### src/rtl/mfv_pkg.sv
package mfv_pkg;

    typedef enum logic [2:0] {
        PS_ZERO   = 3'd0,
        PS_ONES   = 3'd1,
        PS_FIVES  = 3'd2,
        PS_AS     = 3'd3,
        PS_WALK   = 3'd4,
        PS_INDEX  = 3'd5,
        PS_NINDEX = 3'd6
    } pass_e;

    localparam pass_e PASS_FINAL = PS_NINDEX;

    typedef enum logic [1:0] {
        EN_IDLE,
        EN_WRITE,
        EN_READ,
        EN_DRAIN
    } eng_st_e;

    typedef enum logic [1:0] {
        SQ_IDLE,
        SQ_LAUNCH,
        SQ_WAIT
    } seq_st_e;

    typedef struct packed {
        logic [31:0] expect_w;
        logic [31:0] read_w;
    } cmp_pair_t;

    function automatic logic [31:0] pass_word(pass_e p, logic [31:0] ofs);
        logic [31:0] w;
        case (p)
            PS_ZERO:   w = 32'h0000_0000;
            PS_ONES:   w = 32'hFFFF_FFFF;
            PS_FIVES:  w = 32'h5555_5555;
            PS_AS:     w = 32'hAAAA_AAAA;
            PS_WALK:   w = 32'd1 << ofs[4:0];
            PS_INDEX:  w = ofs;
            default:   w = ~ofs;
        endcase
        return w;
    endfunction

endpackage

### src/rtl/mfv_window_gen.sv
module mfv_window_gen
    import mfv_pkg::*;
#(
    parameter int ADDR_W  = 24,
    parameter int SEG_LOG = 18,
    parameter int WIN_LOG = 9
) (
    input  logic              full_i,
    input  logic [ADDR_W-1:0] base_i,
    input  logic [ADDR_W:0]   words_i,
    input  logic [ADDR_W:0]   win_idx_i,
    output logic [ADDR_W-1:0] win_base_o,
    output logic [ADDR_W:0]   win_len_o,
    output logic              win_last_o,
    output logic              any_o
);
    localparam int CNT_W = ADDR_W + 1;
    localparam logic [CNT_W-1:0] SEG_WORDS = CNT_W'(1) << SEG_LOG;
    localparam logic [CNT_W-1:0] WIN_WORDS = CNT_W'(1) << WIN_LOG;
    localparam logic [CNT_W-1:0] TOP_OFS   = SEG_WORDS - WIN_WORDS;

    logic [CNT_W-1:0] n_seg;
    logic [CNT_W-1:0] n_win;
    logic [CNT_W-1:0] seg_ofs;
    logic [CNT_W-1:0] ofs;

    always_comb begin
        n_seg   = words_i >> SEG_LOG;
        n_win   = full_i ? ((words_i != '0) ? CNT_W'(1) : '0) : (n_seg << 1);
        seg_ofs = (win_idx_i >> 1) << SEG_LOG;
        ofs     = full_i ? '0 : (seg_ofs + (win_idx_i[0] ? TOP_OFS : '0));
        win_base_o = base_i + ADDR_W'(ofs);
        win_len_o  = full_i ? words_i : WIN_WORDS;
        win_last_o = (win_idx_i + CNT_W'(1)) == n_win;
        any_o      = n_win != '0;
    end

endmodule

### src/rtl/mfv_pass_engine.sv
module mfv_pass_engine
    import mfv_pkg::*;
#(
    parameter int ADDR_W = 24,
    parameter int HB_LOG = 10
) (
    input  logic              clk,
    input  logic              rst,
    input  logic              start_i,
    input  logic [ADDR_W-1:0] base_i,
    input  logic [ADDR_W:0]   len_i,
    output logic              done_o,
    output logic              fail_o,
    output logic [ADDR_W-1:0] fail_addr_o,
    output cmp_pair_t         fail_pair_o,
    output logic              hb_o,
    output logic              mem_en_o,
    output logic              mem_we_o,
    output logic [ADDR_W-1:0] mem_addr_o,
    output logic [31:0]       mem_wdata_o,
    input  logic [31:0]       mem_rdata_i
);
    localparam int CNT_W = ADDR_W + 1;

    eng_st_e           st_q;
    pass_e             pass_q;
    logic [CNT_W-1:0]  idx_q;
    logic [CNT_W-1:0]  len_q;
    logic [ADDR_W-1:0] base_q;
    logic              rd_v_q;
    logic [31:0]       rd_exp_q;
    logic [ADDR_W-1:0] rd_addr_q;

    logic              mismatch;
    logic              idx_end;
    logic              issue;
    logic [31:0]       cur_word;

    always_comb begin
        mismatch = rd_v_q && (mem_rdata_i != rd_exp_q);
        idx_end  = idx_q == (len_q - CNT_W'(1));
        cur_word = pass_word(pass_q, 32'(idx_q));
        issue    = (st_q == EN_WRITE) || ((st_q == EN_READ) && !mismatch);
        mem_en_o    = issue;
        mem_we_o    = st_q == EN_WRITE;
        mem_addr_o  = base_q + ADDR_W'(idx_q);
        mem_wdata_o = (st_q == EN_WRITE) ? cur_word : '0;
        hb_o        = issue && (idx_q[HB_LOG-1:0] == '0);
    end

    always_ff @(posedge clk) begin
        if (rst) begin
            st_q        <= EN_IDLE;
            pass_q      <= PS_ZERO;
            idx_q       <= '0;
            len_q       <= '0;
            base_q      <= '0;
            rd_v_q      <= 1'b0;
            rd_exp_q    <= '0;
            rd_addr_q   <= '0;
            done_o      <= 1'b0;
            fail_o      <= 1'b0;
            fail_addr_o <= '0;
            fail_pair_o <= '0;
        end else begin
            done_o <= 1'b0;
            rd_v_q <= 1'b0;
            if (mismatch) begin
                st_q        <= EN_IDLE;
                done_o      <= 1'b0 | 1'b1;
                fail_o      <= 1'b1;
                fail_addr_o <= rd_addr_q;
                fail_pair_o <= '{expect_w: rd_exp_q, read_w: mem_rdata_i};
            end else begin
                case (st_q)
                    EN_IDLE: begin
                        if (start_i) begin
                            st_q   <= EN_WRITE;
                            pass_q <= PS_ZERO;
                            idx_q  <= '0;
                            len_q  <= len_i;
                            base_q <= base_i;
                            fail_o <= 1'b0;
                        end
                    end
                    EN_WRITE: begin
                        idx_q <= idx_end ? '0 : idx_q + CNT_W'(1);
                        if (idx_end) st_q <= EN_READ;
                    end
                    EN_READ: begin
                        rd_v_q    <= 1'b1;
                        rd_exp_q  <= cur_word;
                        rd_addr_q <= mem_addr_o;
                        idx_q     <= idx_q + CNT_W'(1);
                        if (idx_end) st_q <= EN_DRAIN;
                    end
                    default: begin
                        idx_q <= '0;
                        if (pass_q == PASS_FINAL) begin
                            st_q   <= EN_IDLE;
                            done_o <= 1'b1;
                        end else begin
                            pass_q <= pass_e'(pass_q + 3'd1);
                            st_q   <= EN_WRITE;
                        end
                    end
                endcase
            end
        end
    end

    a_r2_no_write_after_read: assert property (@(posedge clk) disable iff (rst)
        (mem_en_o && !mem_we_o) |=> !(mem_en_o && mem_we_o));

    a_r6_halt_on_mismatch: assert property (@(posedge clk) disable iff (rst)
        (rd_v_q && (mem_rdata_i != rd_exp_q)) |=> !mem_en_o);

    a_r1_first_write_zero: assert property (@(posedge clk) disable iff (rst)
        (start_i && st_q == EN_IDLE) |=> (mem_we_o && mem_wdata_o == 32'h0));

endmodule

### src/rtl/mfv_seq.sv
module mfv_seq
    import mfv_pkg::*;
#(
    parameter int ADDR_W  = 24,
    parameter int SEG_LOG = 18,
    parameter int WIN_LOG = 9,
    parameter int HB_LOG  = 10
) (
    input  logic              clk,
    input  logic              rst,
    input  logic              start,
    input  logic              full_mode,
    input  logic [ADDR_W-1:0] region_base,
    input  logic [ADDR_W:0]   region_words,
    output logic              busy,
    output logic              done,
    output logic              failed,
    output logic [ADDR_W-1:0] fail_addr,
    output logic [31:0]       fail_expect,
    output logic [31:0]       fail_read,
    output logic              heartbeat,
    output logic              mem_en,
    output logic              mem_we,
    output logic [ADDR_W-1:0] mem_addr,
    output logic [31:0]       mem_wdata,
    input  logic [31:0]       mem_rdata
);
    localparam int CNT_W = ADDR_W + 1;

    seq_st_e           st_q;
    logic              full_q;
    logic [ADDR_W-1:0] base_q;
    logic [CNT_W-1:0]  words_q;
    logic [CNT_W-1:0]  win_idx_q;
    logic              eng_start_q;

    logic [ADDR_W-1:0] win_base;
    logic [CNT_W-1:0]  win_len;
    logic              win_last;
    logic              win_any;
    logic              eng_done;
    logic              eng_fail;
    logic [ADDR_W-1:0] eng_fail_addr;
    cmp_pair_t         eng_pair;

    mfv_window_gen #(
        .ADDR_W (ADDR_W),
        .SEG_LOG(SEG_LOG),
        .WIN_LOG(WIN_LOG)
    ) win_i (
        .full_i    (full_q),
        .base_i    (base_q),
        .words_i   (words_q),
        .win_idx_i (win_idx_q),
        .win_base_o(win_base),
        .win_len_o (win_len),
        .win_last_o(win_last),
        .any_o     (win_any)
    );

    mfv_pass_engine #(
        .ADDR_W(ADDR_W),
        .HB_LOG(HB_LOG)
    ) eng_i (
        .clk        (clk),
        .rst        (rst),
        .start_i    (eng_start_q),
        .base_i     (win_base),
        .len_i      (win_len),
        .done_o     (eng_done),
        .fail_o     (eng_fail),
        .fail_addr_o(eng_fail_addr),
        .fail_pair_o(eng_pair),
        .hb_o       (heartbeat),
        .mem_en_o   (mem_en),
        .mem_we_o   (mem_we),
        .mem_addr_o (mem_addr),
        .mem_wdata_o(mem_wdata),
        .mem_rdata_i(mem_rdata)
    );

    assign busy = st_q != SQ_IDLE;

    always_ff @(posedge clk) begin
        if (rst) begin
            st_q        <= SQ_IDLE;
            full_q      <= 1'b0;
            base_q      <= '0;
            words_q     <= '0;
            win_idx_q   <= '0;
            eng_start_q <= 1'b0;
            done        <= 1'b0;
            failed      <= 1'b0;
            fail_addr   <= '0;
            fail_expect <= '0;
            fail_read   <= '0;
        end else begin
            done        <= 1'b0;
            eng_start_q <= 1'b0;
            case (st_q)
                SQ_IDLE: begin
                    if (start) begin
                        full_q      <= full_mode;
                        base_q      <= region_base;
                        words_q     <= region_words;
                        win_idx_q   <= '0;
                        failed      <= 1'b0;
                        fail_addr   <= '0;
                        fail_expect <= '0;
                        fail_read   <= '0;
                        st_q        <= SQ_LAUNCH;
                    end
                end
                SQ_LAUNCH: begin
                    if (!win_any) begin
                        done <= 1'b1;
                        st_q <= SQ_IDLE;
                    end else begin
                        eng_start_q <= 1'b1;
                        st_q        <= SQ_WAIT;
                    end
                end
                default: begin
                    if (eng_done) begin
                        if (eng_fail) begin
                            failed      <= 1'b1;
                            fail_addr   <= eng_fail_addr;
                            fail_expect <= eng_pair.expect_w;
                            fail_read   <= eng_pair.read_w;
                            done        <= 1'b1;
                            st_q        <= SQ_IDLE;
                        end else if (win_last) begin
                            done <= 1'b1;
                            st_q <= SQ_IDLE;
                        end else begin
                            win_idx_q <= win_idx_q + CNT_W'(1);
                            st_q      <= SQ_LAUNCH;
                        end
                    end
                end
            endcase
        end
    end

    a_r9_inside_region: assert property (@(posedge clk) disable iff (rst)
        mem_en |-> ((mem_addr >= base_q) &&
                    ({1'b0, mem_addr} - {1'b0, base_q} < words_q)));

    a_r7_report_held: assert property (@(posedge clk) disable iff (rst)
        (failed && !start) |=> (failed && $stable(fail_addr) && $stable(fail_read)));

    a_r10_done_when_idle: assert property (@(posedge clk) disable iff (rst)
        done |-> !busy);

    a_r8_heartbeat_single: assert property (@(posedge clk) disable iff (rst)
        heartbeat |-> mem_en);

endmodule

### config.mk
export PLATFORM = sky130hd
export DESIGN_NAME = mfv_seq
export DESIGN_NICKNAME = d
export VERILOG_FILES = /design/src/rtl/mfv_pkg.sv /design/src/rtl/mfv_window_gen.sv /design/src/rtl/mfv_pass_engine.sv /design/src/rtl/mfv_seq.sv
export SDC_FILE = /design/constraint.sdc
export NUM_CORES = 1
export LEC_CHECK = 0
export BUFFER_PORTS_ARGS = -buffer_cell sky130_fd_sc_hd__buf_2
export CAP_MARGIN = 20
export CORE_ASPECT_RATIO = 0.7
export CORE_MARGIN = 2
export CORE_UTILIZATION = 49
export DETAILED_ROUTE_END_ITERATION = 6
export PLACE_DENSITY = 0.75
export SYNTH_ARGS = -nofsm -noshare
export SYNTH_HDL_FRONTEND = slang
export SYNTH_SLANG_ARGS = --single-unit
export TNS_END_PERCENT = 50
### constraint.sdc
create_clock -name clk -period 4.45 [get_ports clk]
set_clock_uncertainty 0.05 [all_clocks]
set_input_delay 1.335 -clock clk [delete_from_list [all_inputs] [get_ports clk]]
set_output_delay 1.335 -clock clk [all_outputs]
set_load 0.01 [all_outputs]
Word-level counts from Yosys, hierarchy flattened --
Index checks and enable logic that the tools add are counted.
Storage, ports and cells: register bits after elaboration 394, bits in latches 0, bits in writable memories 0, memory bits (read-only) 0, input port bits 85, output and inout port bits 150, word-level logic and storage cells 143, memories kept 0
Operators by class: $add $sub $neg 7, multipliers 0, div/mod/pow operators 0, magnitude comparators 0, equality and inequality tests 19, shift-type cells 1, muxes and demuxes 57, bitwise logic cells 4, reduce and logical (&&, ||, !) cells 31
Operator list (number):
- 25-bit 2-to-1 mux | 8
- 32-bit 2-to-1 mux | 6
- 32-bit case mux with 6 select lines | 1
- 32-bit case mux with 2 select lines | 2
- 24-bit 2-to-1 mux | 4
- 25-bit case mux with 3 select lines | 1
- 24-bit adder | 3
- 25-bit by 1-bit adder with 25-bit output (second input constant) | 2
- 25-bit equality test | 2
- 25-bit case mux with 2 select lines | 1
- 25-bit nonzero test | 2
- 24-bit case mux with 2 select lines | 1
- 32-bit inequality test | 1
- 25-bit NOT with 32-bit output | 1
- 1-bit by 5-bit << shifter with 32-bit output (first input constant) | 1
- 25-bit by 1-bit subtractor with 25-bit output (second input constant) | 1
- 1-bit 2-to-1 mux | 19
- 18-bit 2-to-1 mux | 1
- 2-bit 2-to-1 mux | 6
- 10-bit logical NOT | 1
- 2-bit inequality test (second input constant) | 5
- 2-bit AND reduction | 5
- 2-bit nonzero test | 5
- 3-bit equality test (second input constant) | 3
- other kinds (23) | 37

Logic depth before layout (Yosys ltp) --
Gate-level depths: netlist (run 1).
depth after elaboration 8, mapped depth 15, mapped depth without buffers 13

Hierarchy --
Synthesis (run 1) repeated with hierarchy kept, for this count alone.
Unflattened totals: cell total of the unflattened synthesis 2350, area total of the unflattened synthesis 19449.9 µm²
Modules (own cells, without submodules):
- mfv_pass_engine | instances 1, cells an instance 1518, area an instance 12006.5 µm², seq. area each 4524.3 µm²
- mfv_seq | instances 1, cells an instance 583, area an instance 5750.5 µm², seq. area each 3363.2 µm²
- mfv_window_gen | instances 1, cells an instance 249, area an instance 1692.9 µm², seq. area each 0.0 µm²

Worst setup path before layout (run 1) --
OpenSTA, ideal clock, no wires.
kind input to output, from input port mem_rdata[20], to output port heartbeat, arrival 3.200 ns, required time 3.065 ns, slack -0.135 ns, stages 9, path buffers 2, cell sequence xor2_1 nor4_1 nand2_1 o41ai_1 clkbuf_1 nand2_1 clkbuf_1 nand2_1 and4b_1
On the way: cells in the longest elaborated chain, start to end 6
Ends and longest elaborated chain:
- from (decl) | line mfv_seq.sv:26 | input logic [31:0] mem_rdata
- 32-bit inequality test | line mfv_pass_engine.sv:40 | mismatch = rd_v_q && (mem_rdata_i != rd_exp_q);
- 1-bit logical AND | line mfv_pass_engine.sv:40
- 1-bit logical NOT | line mfv_pass_engine.sv:43 | issue = (st_q == EN_WRITE) || ((st_q == EN_READ) && !mismatch);
- 1-bit logical AND | line mfv_pass_engine.sv:43
- 1-bit logical OR | line mfv_pass_engine.sv:43
- via mem_en | line mfv_seq.sv:22 | output logic mem_en,
- 1-bit logical AND | line mfv_pass_engine.sv:48 | hb_o = issue && (idx_q[HB_LOG-1:0] == '0);
- to (decl) | line mfv_seq.sv:21 | output logic heartbeat,
The timed path passes the listed nets, and every way through them passes these cells.

Worst setup path after layout (run 1) --
from input port mem_rdata[9], to output port heartbeat
On the way: cells in the longest elaborated chain, start to end 6
Ends and longest elaborated chain (line):
- 32-bit inequality test | mfv_pass_engine.sv:40
- 1-bit logical AND | mfv_pass_engine.sv:40
- 1-bit logical NOT | mfv_pass_engine.sv:43
- 1-bit logical AND | mfv_pass_engine.sv:43
- 1-bit logical OR | mfv_pass_engine.sv:43
- 1-bit logical AND | mfv_pass_engine.sv:48
No other way between the ends.

==> run summary, run 1 <==
The clock-pin slew of the registers on the worst-case setup and hold paths was 60 ps; the fmax was 0.2208 GHz. The cell with the biggest individual delay on the critical path is o41ai_4. After legalization and detailed placement, the total HPWL measured 44630 um. Final critical-path setup slack: -79.98 ps.

With fillers left out, the area of the finished cells amounts to 23100 um^2. The initial cell density of the core is 0.4949. The tools report the post-synthesis instance total as 2352. In this run the mean area of a mapped cell was 8.320 um^2. The logs give 7 for the number of optimization iterations in the first detailed-route pass and 19570 um^2 for the summed instance area of the synthesized netlist. The worst register-to-register path ends at done. VDD sags by at most 258.0 uV. The logs give 0.2823 for the global-route usage over all layers and 17140 for the number of global-route vias before repair.

The tools report the antenna violation net count after detailed routing as 0. Summed over all layers, the global routing overflow is 0. Minimum setup slack among reg-to-reg paths: 590 ps. The run finished, with violations left.

The worst hold path was traced through 2 stages. The proportion of layout cells with a drive suffix above 1 came out at 0.1822. During placement, the flow inserted port buffers numbering 234.

The number of fill cells in the layout was 3526. The antenna diode instance count is 0, and the flip-flop and latch count after synthesis is 394. The final routed wirelength across all metal layers is 62200 um, and the detailed-route DRC error count is 0. In this run the power density over the cells is 384.8 nW/um^2. Summing over every cut layer, the via total after detailed routing is 18570. The critical path goes through buf_2, xor2_2, nor4_2, buf_4, nand2_4, o41ai_4, buf_4, nand2_4, nand2_4, and4b_1, buf_2. In this design, the stage delay of the slowest critical-path cell is 330 ps.

The worst hold path begins at base_q[0]. CTS built an H-tree with a depth of 2. The die outline height is 171.2 um. Site row count: 61. The total number of nets in the final design was 2674. The run gives 94190 um as the first-pass GRT wire length. The run gives 21300 um^2 as the area of placed instances. End point of the worst hold path: eng_i.base_q[0]. The library cell used as clock root buffer is clkbuf_16.

The run gives 0.4031 as the sequential-to-total area share from yosys stat. The checks that failed: negative setup slack. At the end of routability-driven placement, the weighted congestion stood at 0.9593.

For the clock insertion delay at the later pin of the skew report, the log shows 570 ps. The run gives 235 as the number of primary I/O pins. In this run the worst hold path is classified as flip-flop to flip-flop. The number of antenna violations at the first check in global routing is 0, and the fraction of synthesis flops using an asynchronous set or reset pin is 0.

The number of buffers between clock root and the deepest sink is 3, and the static power due to leakage is 0.009190 uW. Counting flops with a built-in enable in the synthesized netlist gives 0. STA classifies the critical path endpoint as an output port. Startpoint-to-endpoint class of the critical path: input port to output port. For the finished layout, the period the worst path requires is 4530 ps. At the worst endpoint, the arrival time is 3140 ps. The run gives -79.98 ps as the total negative setup slack. The worst max-slew margin expressed relative to the limit is 0.2718, and the max-slew violation count is 0.

The width of the die was 242.8 um; the measured slew at the worst slew-check pin was 1087 ps. The worst setup path is launched from an input port. The sink count of the clock tree was 394; the final period utilization was 1.018.

TritonCTS built the clock tree. The region available for standard cell placement spans 39540 um^2. The floorplan die area is 41570 um^2.

Pin count of the biggest net entering global routing: 224. The number of vias per cell after detailed routing works out to 5.995. Flip-flop cell with the highest count after synthesis: dfxtp_1. Relative to the synthesized area, the layout overhead comes to 18.08%. The number of setup violations in the final report was 1; the unique cell type count in the Yosys netlist was 82.

The worst reg2reg path depth is 10. For the worst setup path, the data required time is 3060 ps. In this run the worst path has a maximum fanout of 2. The number of clock buffers added by TritonCTS is 39. Max-cap violations in this run came to 0. In this run the critical register-to-register path is launched from win_idx_q[0]. For the hold violation total from the final report, the log shows 0. During synthesis, Yosys emitted a total of 0 warnings.

For this block, the initial DRC count from the detailed router was 2104. The routed wirelength normalized by instance count is 20.08 um. Setup repair after global routing could not meet its margin everywhere. The net count after synthesis was 2494. The most frequent cell on the critical path is nand2_4.
placed cells by master, fill, tap and decap left out, types with 26 or more instances in the layout:
cell type | Yosys | layout
ha_1 | 55 | 51
nand3_1 | 68 | 67
a211oi_1 | 29 | 26
nand2_1 | 313 | 309
dfxtp_1 | 394 | 386
mux2i_1 | 96 | 95
a22o_1 | 29 | 29
nor3_1 | 43 | 41
and2_1 | 39 | 38
o21ai_0 | 39 | 37
nor4_1 | 48 | 45
xor2_1 | 54 | 50
xnor2_1 | 63 | 61
buf_4 | 1 | 70
clkbuf_16 | 0 | 39
buf_2 | 12 | 225
a22oi_1 | 97 | 97
nor2_1 | 268 | 263
a21oi_1 | 188 | 184
inv_1 | 49 | 47
stage by stage:
| stage | utilization | setup WS, ps | hold WS (ps) | cells | total power, uW |
|---|---|---|---|---|---|
| floorplan | - | 12.10 | 382.1 | 2352 | 4873 |
| detailed placement | 0.5388 | -232.3 | 397.6 | 3015 | 5415 |
| finish | 0.5844 | -79.98 | 400.1 | 3098 | 8891 |
| CTS | 0.5779 | -25.66 | 406.7 | 3093 | 8850 |
| global placement | 0.5388 | -191.9 | 391.2 | 3015 | 5387 |
| global route | 0.5844 | -153.0 | 419.0 | 3098 | 9208 |
cells by family (layout without fill, tap and decap cells):
group / Yosys count / in the layout / synth area share
AOI/OAI and AO/OA: 547 / 547 / 0.1914
buffers and inverters: 219 / 430 / 0.04386
adders and majority gates: 57 / 57 / 0.03721
xor gates and xnor gates: 117 / 117 / 0.05237
DFF: 394 / 394 / 0.4031
muxes: 97 / 97 / 0.04968
and+or+nand+nor: 921 / 921 / 0.2224
registers in the layout, summed over array words and instances (netlist names), 2 cells and up:
| register | flops |
|---|---|
| eng_i.fail_pair_o | 64 |
| eng_i.rd_exp_q | 32 |
| fail_expect | 32 |
| fail_read | 32 |
| eng_i.idx_q | 25 |
| eng_i.len_q | 25 |
| win_idx_q | 25 |
| words_q | 25 |
| base_q | 24 |
| eng_i.base_q | 24 |
| eng_i.fail_addr_o | 24 |
| eng_i.rd_addr_q | 24 |
| fail_addr | 24 |
| eng_i.pass_q | 3 |
| eng_i.st_q | 2 |
| st_q | 2 |
cells in the mapped netlist (9+ instances only):
library cell  number  area, um^2
a2bb2oi_1         15       131.4
nor2b_1           18       112.6
a31oi_1           11       68.82
o211ai_1          17       127.6
xor2_1            54       473.0
a21boi_0          15       112.6
buf_2             12       60.06
or2_2              9       56.30
a211oi_1          29       217.7
or4_1             12       90.09
nand4_1           20       125.1
a21oi_1          188       940.9
nor4_1            48       300.3
nand3_1           68       340.3
mux2i_1           96       960.9
and3_1            19       118.9
a2111oi_0         11       96.34
nand2_1          313        1175
ha_1              55       688.2
nand2b_1          10       62.56
and2_1            39       244.0
xnor2_1           63       551.8
inv_1             49       183.9
a21o_1            13       97.59
nor3_1            43       215.2
a22o_1            29       254.0
dfxtp_1          394        7888
a22oi_1           97       728.2
nor2_1           268        1006
o21ai_0           39       195.2
buf_1              9       33.78
or3_1             13       81.33
clkbuf_1         143       536.8
worst max-delay path by stage:
stage,end,cells after the start,start
2_1_floorplan,heartbeat,9,mem_rdata[20]
3_3_place_gp,heartbeat,11,mem_rdata[20]
3_5_place_dp,heartbeat,10,mem_rdata[12]
4_1_cts,mem_addr[18],12,eng_i.base_q[0]
5_1_grt,heartbeat,11,mem_rdata[9]
6_report,heartbeat,11,mem_rdata[9]
per-layer routing:
layer | global-route usage | up-vias | wire, um
li1 | - | 8739 | -
met1 | 0.3962 | 8888 | 27640
met2 | 0.4297 | 799 | 27090
met3 | 0.06116 | 146 | 5375
met4 | 0.09362 | 2 | 2000
met5 | 0.01765 | - | 103
worst max-delay path: cells and delay by family:
kind                      cells  cell delay (ps)
and+or+nand+nor               5              700
buffers and inverters         4              620
AOI/OAI and AO/OA             1              330
xor gates and xnor gates      1              150
layout make-up:
cell class / count / area, um^2 / share of cell area
Clock buffer: 49 / 1094 / 0.04733
Inverter: 50 / 187.7 / 0.008123
Tap cell: 535 / 669.4 / 0.02897
Timing Repair Buffer: 308 / 1844 / 0.07982
Sequential cell: 394 / 7898 / 0.3418
Multi-Input combinational cell: 1739 / 11150 / 0.4827
Clock inverter: 23 / 259.0 / 0.01121
repair_timing:
action                     CTS  global route
hold buffers                 0             0
setup endpoints to repair   15            31
buffers inserted             6             4
pin swaps                   14            24
gates resized for setup     28            45
power breakdown:
part	internal, uW	switching, uW	total, uW
Clock	1960	1500	3460
Sequential	3650	154	3810
Combinational	549	1080	1630
Note: power is estimated with default switching activity, not from simulation.
==> run 2, diff against run 1 <==
--- a/config.mk
+++ b/config.mk
@@ -7,11 +7,13 @@
 export LEC_CHECK = 0
 export BUFFER_PORTS_ARGS = -buffer_cell sky130_fd_sc_hd__buf_2
 export CAP_MARGIN = 20
+export CELL_PAD_IN_SITES_DETAIL_PLACEMENT = 1
+export CELL_PAD_IN_SITES_GLOBAL_PLACEMENT = 1
 export CORE_ASPECT_RATIO = 0.7
 export CORE_MARGIN = 2
-export CORE_UTILIZATION = 49
+export CORE_UTILIZATION = 47
 export DETAILED_ROUTE_END_ITERATION = 6
-export PLACE_DENSITY = 0.75
+export PLACE_DENSITY = 0.88
 export SYNTH_ARGS = -nofsm -noshare
 export SYNTH_HDL_FRONTEND = slang
 export SYNTH_SLANG_ARGS = --single-unit
==> constraint.sdc (replaced) <==
create_clock -name clk -period 5.55 [get_ports clk]
set_clock_uncertainty 0.05 [all_clocks]
set_input_delay 1.665 -clock clk [delete_from_list [all_inputs] [get_ports clk]]
set_output_delay 1.665 -clock clk [all_outputs]
set_load 0.01 [all_outputs]
==> run 2 against run 1 <==
  * The flow finishes with violations (design-rule violations)
  * Utilization decreased by 3.5 points
  * Wire length rose by 14%
  * Register-to-register slack gained 510 ps
  * Worst setup slack gained 170 ps
  * Clock power decreased by 18%
  * Critical path depth down 1
  * Combinational power down 21%
  * Via count is 1.9% higher
  * Global-route usage increased by 4.2 points
  * Sequential power down 20%
  * Die area rose by 4.2%
  * Critical endpoint unchanged
==> run summary, run 2 (synthesis gave the netlist of run 1 again) <==
The flow ran to the end, but the final reports show violations. Failing checks: design-rule violations (was negative setup slack). Family with the most delay on the worst path: simple AND/OR/NAND/NOR gates (unchanged). Number of primary I/O pins: 235 (unchanged). The number of vias per cell after detailed routing was 6.165 (was 5.995). The tools report the worst flop-to-flop path endpoint as win_idx_q[23] (was done). Derived from the worst setup path, the maximum achievable clock frequency is 0.1831 GHz. The startpoint type of the worst setup path was an input port (unchanged). The number of global-route vias before repair came out at 19410 (was 17140). For the arrival time of data at the critical path endpoint, the log shows 3750 ps (was 3140 ps).

The multi-input gate area in the final layout is 10890 um^2 (was 11150 um^2), and the core area is 41040 um^2 (was 39540 um^2). The initial cell density of the core came out at 0.4768 (was 0.4949). The time the final worst path needs with I/O delays and setup was 5460 ps.

For the TritonCTS buffer count, the log shows 40 (was 39). The hold violation total from the final report came out at 0 (unchanged). Cell total after placement: 3002 (was 3015).

For the number of optimization iterations in the first detailed-route pass, the log shows 7 (unchanged). The startpoint-to-endpoint class of the critical path was input port to output port (unchanged). The run gives 2 (unchanged) as the number of levels in the clock H-tree. Minimum setup slack among reg-to-reg paths: 1100 ps (was 590 ps). The routed wirelength normalized by instance count came out at 23.15 um (was 20.08 um).

The run gives 0 (unchanged) as the number of max-cap violations. The worst min-delay path category is flip-flop to flip-flop (unchanged). Global-route usage over all layers: 0.3240 (was 0.2823). The area of placed instances is 21130 um^2 (was 21300 um^2), and the measured slew at the worst slew-check pin is 1090 ps (was 1087 ps). The width of the die is 247.9 um (was 242.8 um).

The count of routing violations after the opening detailed-route iteration is 1834 (was 2104), and the cell area after layout is 22530 um^2 (was 23100 um^2). The tools report the worst max-slew margin expressed relative to the limit as 0.2732 (was 0.2718). Cell with the biggest individual delay on the critical path: o41ai_4 (unchanged). The most common cell after layout, fill and taps aside was dfxtp_1 (unchanged). The end point of the worst hold path was base_q[13] (was eng_i.base_q[0]). The static power due to leakage is 0.008978 uW (was 0.009190 uW), and the total number of nets in the final design is 2643 (was 2674). The final period utilization is 0.9838.

Sink count of the clock tree: 394 (unchanged). The worst reg2reg path depth was 8 (was 10). Setup repair after global routing left no endpoint under its margin.

Origin of the critical flop-to-flop path: win_idx_q[0] (unchanged). The library cell used as clock root buffer is clkbuf_16 (unchanged). The storage element area is 7889 um^2 (was 7898 um^2). The clock-pin slew of the registers on the worst-case setup and hold paths is 60 ps (about the same), and the worst hold path cell count is 2 (unchanged). The number of setup violations in the final report is 0 (was 1), and the placed wire-length estimate is 51090 um (was 44630 um).

The peak ir drop on the vdd network was 253.6 uV (was 258.0 uV); the count of placed standard cells in the final layout, fillers left out was 3071 (was 3098). The tools report the startpoint of the lowest-slack hold path as base_q[13] (was base_q[0]). The number of buffers between clock root and the deepest sink came out at 3 (unchanged). The final routed wirelength across all metal layers is 71090 um (was 62200 um), and the number of buffers inserted to repair setup after CTS is 0 (was 6). Commonest cells after routing, fill and taps aside: dfxtp_1, nand2_1, nor2_1, buf_2, a21oi_1 (unchanged).

The first-pass GRT wire length is 111300 um (was 94190 um). The antenna violation net count after detailed routing is 0 (unchanged). Register with the most flip-flops: eng_i.fail_pair_o (unchanged). The proportion of layout cells with a drive suffix above 1 came out at 0.1531 (was 0.1822).

The total buffers and inverters traversed by the critical path is 3 (was 4), and the global route total overflow is 0 (unchanged). The category of the worst setup path capture point is an output port (unchanged). The tools report the max-slew violation count as 0 (unchanged). The clock insertion delay at the later pin of the skew report is 560 ps (was 570 ps). The pin count of the biggest net entering global routing is 204 (was 224), and the die outline height is 174.7 um (was 171.2 um). Cells along the critical path: buf_2, xor2_1, nor4_1, nand2_1, o41ai_4, buf_4, nand2_2, nand2_1, and4b_1, buf_2 (was buf_2, xor2_2, nor4_2, buf_4, nand2_4, o41ai_4, buf_4, nand2_4, nand2_4, and4b_1, buf_2). The run gives 0.9495 (was 0.9593) as the global placer's final weighted congestion. The required time reported for the critical path endpoint is 3840 ps (was 3060 ps), and the peak per-stage delay on the critical path is 410 ps (was 330 ps). The relative area change from synthesis to final layout is 15.16% (was 18.08%).

The number of fill cells in the layout came out at 4922 (was 3526). The highest fanout seen on the critical path came out at 2 (unchanged). The site row count is 62 (was 61), and the number of flip-flops in the largest register is 64 (unchanged). For the antenna diode instance count, the log shows 0 (unchanged). Number of buffer cells added on primary ports: 234 (unchanged). The floorplan die area is 43310 um^2 (was 41570 um^2), and the worst hold-check slack is 409.9 ps (was 400.1 ps).

Areal power density over the cells: 319.8 nW/um^2 (was 384.8 nW/um^2). The detailed-route DRC error count is 1 (was 0), and the number of antenna violations at the first check in global routing is 3 (was 0). The tools report the number of vias after detailed routing as 18930 (was 18570). TritonCTS built the clock tree.
[run 2: cell type report]
type,count,area share
Clock inverter,15,0.008884
Multi-Input combinational cell,1739,0.4833
Tap cell,544,0.03021
Inverter,50,0.008329
Sequential cell,394,0.3501
Timing Repair Buffer,276,0.06807
Clock buffer,53,0.05108
[run 2: stage by stage]
stage | power, uW | setup WS, ps | util | TNS, ps
final | 7206 | 89.93 | 0.5491 | 0
after CTS | 7204 | 28.97 | 0.5484 | 0
after global placement | 4315 | 128.8 | 0.5150 | 0
after global routing | 7469 | 2.812 | 0.5491 | 0
after floorplan | 3907 | 305.2 | - | 0
after detailed placement | 4367 | -21.09 | 0.5150 | -21.09
[run 2: per-layer routing]
metal | global-route usage | share of wire
met5 | 0 | 0.00015
met4 | 0.1252 | 0.042
met3 | 0.06835 | 0.076
met2 | 0.5086 | 0.45
met1 | 0.4357 | 0.43
[run 2: worst max-delay path by stage]
stage | slack, ps | to | from | depth (start not counted)
floorplan | 310 | heartbeat | mem_rdata[20] | 9
global placement | 130 | heartbeat | mem_rdata[20] | 11
detailed placement | -20 | heartbeat | mem_rdata[9] | 11
CTS | 30 | heartbeat | mem_rdata[20] | 11
global route | 3 | heartbeat | mem_rdata[29] | 10
finish | 90 | heartbeat | mem_rdata[13] | 10
[run 2: power by group]
part / internal [uW] / switching (uW)
registers: 2930 / 134
logic: 405 / 887
clock network: 1650 / 1200
[run 2: worst reg2reg max path: stages, from the launching register on]
cell	delay (ps)
dfxtp_1	650
ha_1	320
nand3_1	430
nor4_1	740
a22oi_1	240
or4b_1	620
o41ai_4	610
nand2_2	410
a21boi_0	290
[run 2: what timing repair did]
item,4_1_cts,5_1_grt
pin swaps,0,2
gates resized for setup,2,3
setup endpoints to repair,1,3
hold buffers,0,0
